<file path="src/rtl/sdram_chk_pkg.sv">
package sdram_chk_pkg;

    typedef enum logic [3:0] {
        CMD_DESEL = 4'd0,
        CMD_NOP   = 4'd1,
        CMD_ACT   = 4'd2,
        CMD_RD    = 4'd3,
        CMD_WR    = 4'd4,
        CMD_PRE   = 4'd5,
        CMD_BST   = 4'd6,
        CMD_REF   = 4'd7,
        CMD_MRS   = 4'd8,
        CMD_SKIP  = 4'd9
    } cmd_e;

    typedef enum logic [2:0] {
        BK_IDLE   = 3'd0,
        BK_ROW    = 3'd1,
        BK_PRECHG = 3'd2,
        BK_RD     = 3'd3,
        BK_WR     = 3'd4,
        BK_RDA    = 3'd5,
        BK_WRA    = 3'd6
    } bank_st_e;

    typedef enum logic [3:0] {
        RSN_NONE     = 4'd0,
        RSN_NOT_IDLE = 4'd1,
        RSN_STATE    = 4'd2,
        RSN_TRCD     = 4'd3,
        RSN_TRP      = 4'd4,
        RSN_BST      = 4'd5,
        RSN_RDWR     = 4'd6,
        RSN_AUTOPRE  = 4'd7
    } reason_e;

    typedef struct packed {
        logic    cke;
        cmd_e    cmd;
        logic    illegal;
        reason_e reason;
        logic    mask;
    } out_regs_t;

endpackage

</file>
<file path="src/rtl/sdram_bank_track.sv">
module sdram_bank_track
    import sdram_chk_pkg::*;
#(
    parameter int T_RCD     = 3,
    parameter int T_RP      = 3,
    parameter int BURST_CYC = 4,
    parameter int CNT_W     = 3
) (
    input  logic     clk,
    input  logic     rst_n,
    input  logic     apply_i,
    input  cmd_e     cmd_i,
    input  logic     tgt_i,
    input  logic     ap_i,
    output bank_st_e state_o,
    output logic     ready_o
);

    localparam logic [CNT_W-1:0] TRCD_LD  = CNT_W'(T_RCD - 1);
    localparam logic [CNT_W-1:0] TRP_LD   = CNT_W'(T_RP - 1);
    localparam logic [CNT_W-1:0] BURST_LD = CNT_W'(BURST_CYC - 1);

    typedef struct packed {
        bank_st_e         st;
        logic [CNT_W-1:0] cnt;
    } bank_regs_t;

    bank_regs_t bank_d, bank_q;

    always_comb begin
        bank_d = bank_q;
        if (bank_q.cnt != '0) begin
            bank_d.cnt = bank_q.cnt - 1'b1;
        end else begin
            case (bank_q.st)
                BK_PRECHG:    bank_d.st = BK_IDLE;
                BK_RD, BK_WR: bank_d.st = BK_ROW;
                BK_RDA, BK_WRA: begin
                    bank_d.st  = BK_PRECHG;
                    bank_d.cnt = TRP_LD;
                end
                default: ;
            endcase
        end
        if (apply_i) begin
            if (tgt_i) begin
                case (cmd_i)
                    CMD_ACT: begin
                        bank_d.st  = BK_ROW;
                        bank_d.cnt = TRCD_LD;
                    end
                    CMD_RD: begin
                        bank_d.st  = ap_i ? BK_RDA : BK_RD;
                        bank_d.cnt = BURST_LD;
                    end
                    CMD_WR: begin
                        bank_d.st  = ap_i ? BK_WRA : BK_WR;
                        bank_d.cnt = BURST_LD;
                    end
                    CMD_PRE: begin
                        if (bank_q.st == BK_ROW || bank_q.st == BK_RD || bank_q.st == BK_WR) begin
                            bank_d.st  = BK_PRECHG;
                            bank_d.cnt = TRP_LD;
                        end
                    end
                    CMD_BST: begin
                        bank_d.st  = BK_ROW;
                        bank_d.cnt = '0;
                    end
                    default: ;
                endcase
            end else if ((cmd_i == CMD_RD || cmd_i == CMD_WR) &&
                         (bank_q.st == BK_RD || bank_q.st == BK_WR)) begin
                bank_d.st  = BK_ROW;
                bank_d.cnt = '0;
            end
        end
    end

    always_ff @(posedge clk or negedge rst_n) begin
        if (!rst_n) begin
            bank_q <= '{st: BK_IDLE, cnt: '0};
        end else begin
            bank_q <= bank_d;
        end
    end

    assign state_o = bank_q.st;
    assign ready_o = (bank_q.cnt == '0);


    idle_hold_chk: assert property (@(posedge clk) disable iff (!rst_n)
        (bank_q.st == BK_IDLE && !(apply_i && tgt_i && cmd_i == CMD_ACT)) |=> (bank_q.st == BK_IDLE));


    trcd_met_chk: assert property (@(posedge clk) disable iff (!rst_n)
        (apply_i && tgt_i && (cmd_i == CMD_RD || cmd_i == CMD_WR) && bank_q.st == BK_ROW) |-> ready_o);


    bst_owner_chk: assert property (@(posedge clk) disable iff (!rst_n)
        (apply_i && tgt_i && cmd_i == CMD_BST) |-> (bank_q.st == BK_RD || bank_q.st == BK_WR));


    ap_no_interrupt_chk: assert property (@(posedge clk) disable iff (!rst_n)
        ((bank_q.st == BK_RDA || bank_q.st == BK_WRA) && apply_i && tgt_i) |->
        (cmd_i != CMD_RD && cmd_i != CMD_WR && cmd_i != CMD_BST && cmd_i != CMD_PRE));

endmodule

</file>
<file path="config.mk">
export PLATFORM = sky130hd
export DESIGN_NAME = sdram_bank_track
export DESIGN_NICKNAME = d
export VERILOG_FILES = /design/src/rtl/sdram_chk_pkg.sv /design/src/rtl/sdram_bank_track.sv
export SDC_FILE = /design/constraint.sdc
export NUM_CORES = 1
export LEC_CHECK = 0
export ABC_AREA = 1
export BUFFER_PORTS_ARGS = -buffer_cell sky130_fd_sc_hd__buf_4
export CAP_MARGIN = 30
export CORE_UTILIZATION = 31
export CTS_BUF_LIST = sky130_fd_sc_hd__clkbuf_8
export CTS_CLUSTER_SIZE = 25
export DETAILED_ROUTE_END_ITERATION = 10
export GPL_ROUTABILITY_DRIVEN = 0
export SETUP_SLACK_MARGIN = 0.3
export SLEW_MARGIN = 20
export SYNTH_ARGS = -nofsm -noshare
export SYNTH_HDL_FRONTEND = slang
export SYNTH_SLANG_ARGS = --single-unit
</file>
<file path="constraint.sdc">
create_clock -name clk -period 2 [get_ports clk]
set_input_delay 0.1 -clock clk [delete_from_list [all_inputs] [get_ports clk]]
set_output_delay 0.1 -clock clk [all_outputs]
set_load 0.01 [all_outputs]
</file>
==> implementation parameters <==
Parameter                              Value

Power and ir drop
  Maximum resistive drop on vdd    0.000346 V
  Power Total    0.764 mW
  Leakage    0.402 nW
  P per Cell Area    1050 nW/µm²

Route
  Routed vias    596
  TritonRoute pass-1 iters    4
  Detailed-route wire length per cell    9.49 µm
  Detail Route Antenna Nets    0
  DRC    0
  Routed wire length    1.27 mm
  Via density    4.45
  Drt initial violations    8

Min path
  Kind of path behind the tightest hold check    in -> reg

GRT
  First-pass GRT wire length    2.17 mm
  Aggregate global routing overflow    0
  Number of global-route vias before repair    517
  Number of antenna violations at the first check in global routing    0
  Maximum number of pins on one net before global-route repair    7
  GRT Total Usage    15.2%

Logic synthesis
  Most frequent cell after synthesis    sky130_fd_sc_hd__nand2_1
  Cell taking the most area after synthesis    sky130_fd_sc_hd__dfrtp_1
  Unique masters post-synth    17
  Proportion of netlist area held by the largest area contributor    26.0%
  Instance count of the mapped netlist    96
  Sequential area share after synthesis    26.0%
  Post-synth ARST share    100%
  Synthesized cell area    578 µm²
  Number of enable-type register cells in the synthesized netlist    0
  Leading post-synthesis cells by cell area    sky130_fd_sc_hd__dfrtp_1 (26%), sky130_fd_sc_hd__nand2_1 (22%), sky130_fd_sc_hd__inv_1 (9.1%)
  Most numerous cell types in the synthesized netlist    sky130_fd_sc_hd__nand2_1 (34), sky130_fd_sc_hd__inv_1 (14), sky130_fd_sc_hd__nor2_1 (8)
  Primary FF master, synth    sky130_fd_sc_hd__dfrtp_1
  Average cell area after synthesis    6.02 µm²
  Syn_nets    107
  Yosys warnings    0
  Yosys reg bits    6

Floorplan
  Width of the die    45.2 µm
  Initial standard-cell utilization of the core    33.1%
  Die outline area    2040 µm²
  Area of the core region    1750 µm²
  Num rows    15
  I/O pin count    13
  Die Span Y    45.2 µm

Timing
  Final setup viols    0
  Tmin final    1.40 ns
  Final worst clock skew    0.00501 ns
  Number of max-slew violations in the final report    0
  Actual transition at the worst max-transition pin    0.251 ns
  Unrepaired setup endpoints after global routing    no
  Hold violation count in the final report    0
  Setup TNS after final layout    0 ns
  Final cycle utilization of the critical path    69.9%
  Relative slew slack    83.2%
  Fmax achieved    715 MHz

CTS
  Number of clock buffers inserted by TritonCTS    3
  CTS tree    built
  Quantity of gates resized following cts    0
  Clk buf depth    2
  H-tree depth    1
  Num Clock Sinks    6
  Number of hold-repair buffers added at the cts stage    1
  Worst-skew pair later-pin latency    0.23 ns
  Clock Pin Slew Worst Setup and Hold Paths    0.04 ns
  Post-CTS Repair Setup Buffers    0
  Clock root buffer master    sky130_fd_sc_hd__clkbuf_8

Run
  Max-cap violations    0

Worst setup path
  Max stage delay cell, worst path    sky130_fd_sc_hd__dfrtp_1
  Category of the worst setup path capture point    output pin
  Buffers and inverters on the worst path    3
  Slowest Stage Delay on Critical Path    0.38 ns
  Critical Path AT    1.30 ns
  Flop-to-flop setup slack    0.64 ns
  Critical path startpoint category    flip-flop
  Worst setup path class    reg -> out
  Critical Path Fanout Max    6
  Sequence of cells on the critical path    inv_1 > ha_1 > nand2_1 > inv_1 > buf_4
  Required @ worst endpoint    1.90 ns
  Kind of cell adding the most delay to the critical path    buffers and inverters
  Crit-path most repeated cell    sky130_fd_sc_hd__inv_1

Cells and area
  Final Net Count    122
  Share of final-layout standard cells stronger than drive strength 1    22.0%
  Number of inserted filler cells in the final layout    196
  Area growth from synthesis to layout    26.0%
  Diode count    0
  Share of the core filled with cells    41.7%

Placed design
  HPWL after DPL    1.01 mm
  Port buffer count    12

Run status
  Run status    complete, no violations
[final timing paths]
kind                       startpoint          to  cells after the start
max in group asynchronous       rst_n   bank_q[2]                      2
min reg2reg                 bank_q[2]   bank_q[2]                      3
max                         bank_q[0]     ready_o                      5
max reg2reg                 bank_q[0]   bank_q[1]                     11
min in group asynchronous       rst_n  state_o[1]                      2
min                           apply_i   bank_q[0]                      3
[cell families after synthesis]
logic type | after synthesis | synth area share (%)
simple gates | 57 | 43.9
fa+ha+maj | 2 | 4.33
compound gates | 13 | 11.9
flops | 6 | 26.0
buf+inv | 18 | 13.9
[report_power, final]
group,switching [mW],internal (mW)
clock,0.0617,0.130
sequential,0.0264,0.166
combinational,0.228,0.152
total,0.316,0.448
[routing by layer]
layer | vias to the layer above | part of all wire [%] | global-route usage (%)
met1 | 254 | 50 | 19.9
met2 | 15 | 46 | 22.6
met3 | 2 | 2.9 | 3.60
met4 | 0 | 1.3 | 9.09
li1 | 325 | - | -
met5 | - | 0 | 0
[flip-flops by register name (all words and copies together) (netlist names)]
name,cells
bank_q,3
state_o,3
[placed cells by master (no fill, tap or decap)]
cell type / n
sky130_fd_sc_hd__o21ai_2: 1
sky130_fd_sc_hd__clkbuf_8: 3
sky130_fd_sc_hd__nand3_1: 5
sky130_fd_sc_hd__nand2_2: 5
sky130_fd_sc_hd__dfrtp_1: 6
sky130_fd_sc_hd__a21oi_1: 6
sky130_fd_sc_hd__ha_1: 2
sky130_fd_sc_hd__nand4_1: 1
sky130_fd_sc_hd__or2_0: 1
sky130_fd_sc_hd__o21ai_0: 6
sky130_fd_sc_hd__inv_1: 14
sky130_fd_sc_hd__nand3_2: 1
sky130_fd_sc_hd__nor2_1: 8
sky130_fd_sc_hd__nand4_2: 1
sky130_fd_sc_hd__clkinv_2: 1
sky130_fd_sc_hd__buf_4: 12
sky130_fd_sc_hd__dlygate4sd3_1: 1
sky130_fd_sc_hd__nand2_1: 34
sky130_fd_sc_hd__nor3_1: 1
[stage by stage]
| step | setup WS, ns | hold slack, ns | area (µm²) | std cells |
|---|---|---|---|---|
| floorplan | 0.763 | -0.196 | 578 | 96 |
| global placement | 0.670 | -0.0853 | 677 | 130 |
| global route | 0.441 | 0.194 | 728 | 134 |
| finish | 0.601 | 0.155 | 728 | 134 |
| detailed placement | 0.642 | -0.0860 | 677 | 130 |
| CTS | 0.608 | 0.160 | 728 | 134 |
[area by class of cell]
cell class                 count  area (µm²)  share of cell area, %
sequential                     6         150                   20.6
inverter                      15        57.6                   7.90
clock buffer                   3        41.3                   5.67
multi-input combinational     72         348                   47.8
tap                           25        31.3                   4.30
timing repair buffer          13         100                   13.7
[worst register-to-register path: cells and delay by family, from the launching register on]
kind	cells	cell delay, ns
DFF	1	0.38
adders and majority gates	1	0.17
buffers and inverters	1	0.08
and+or+nand+nor	9	0.62
No activity file was read; power rests on OpenSTA's default activity.
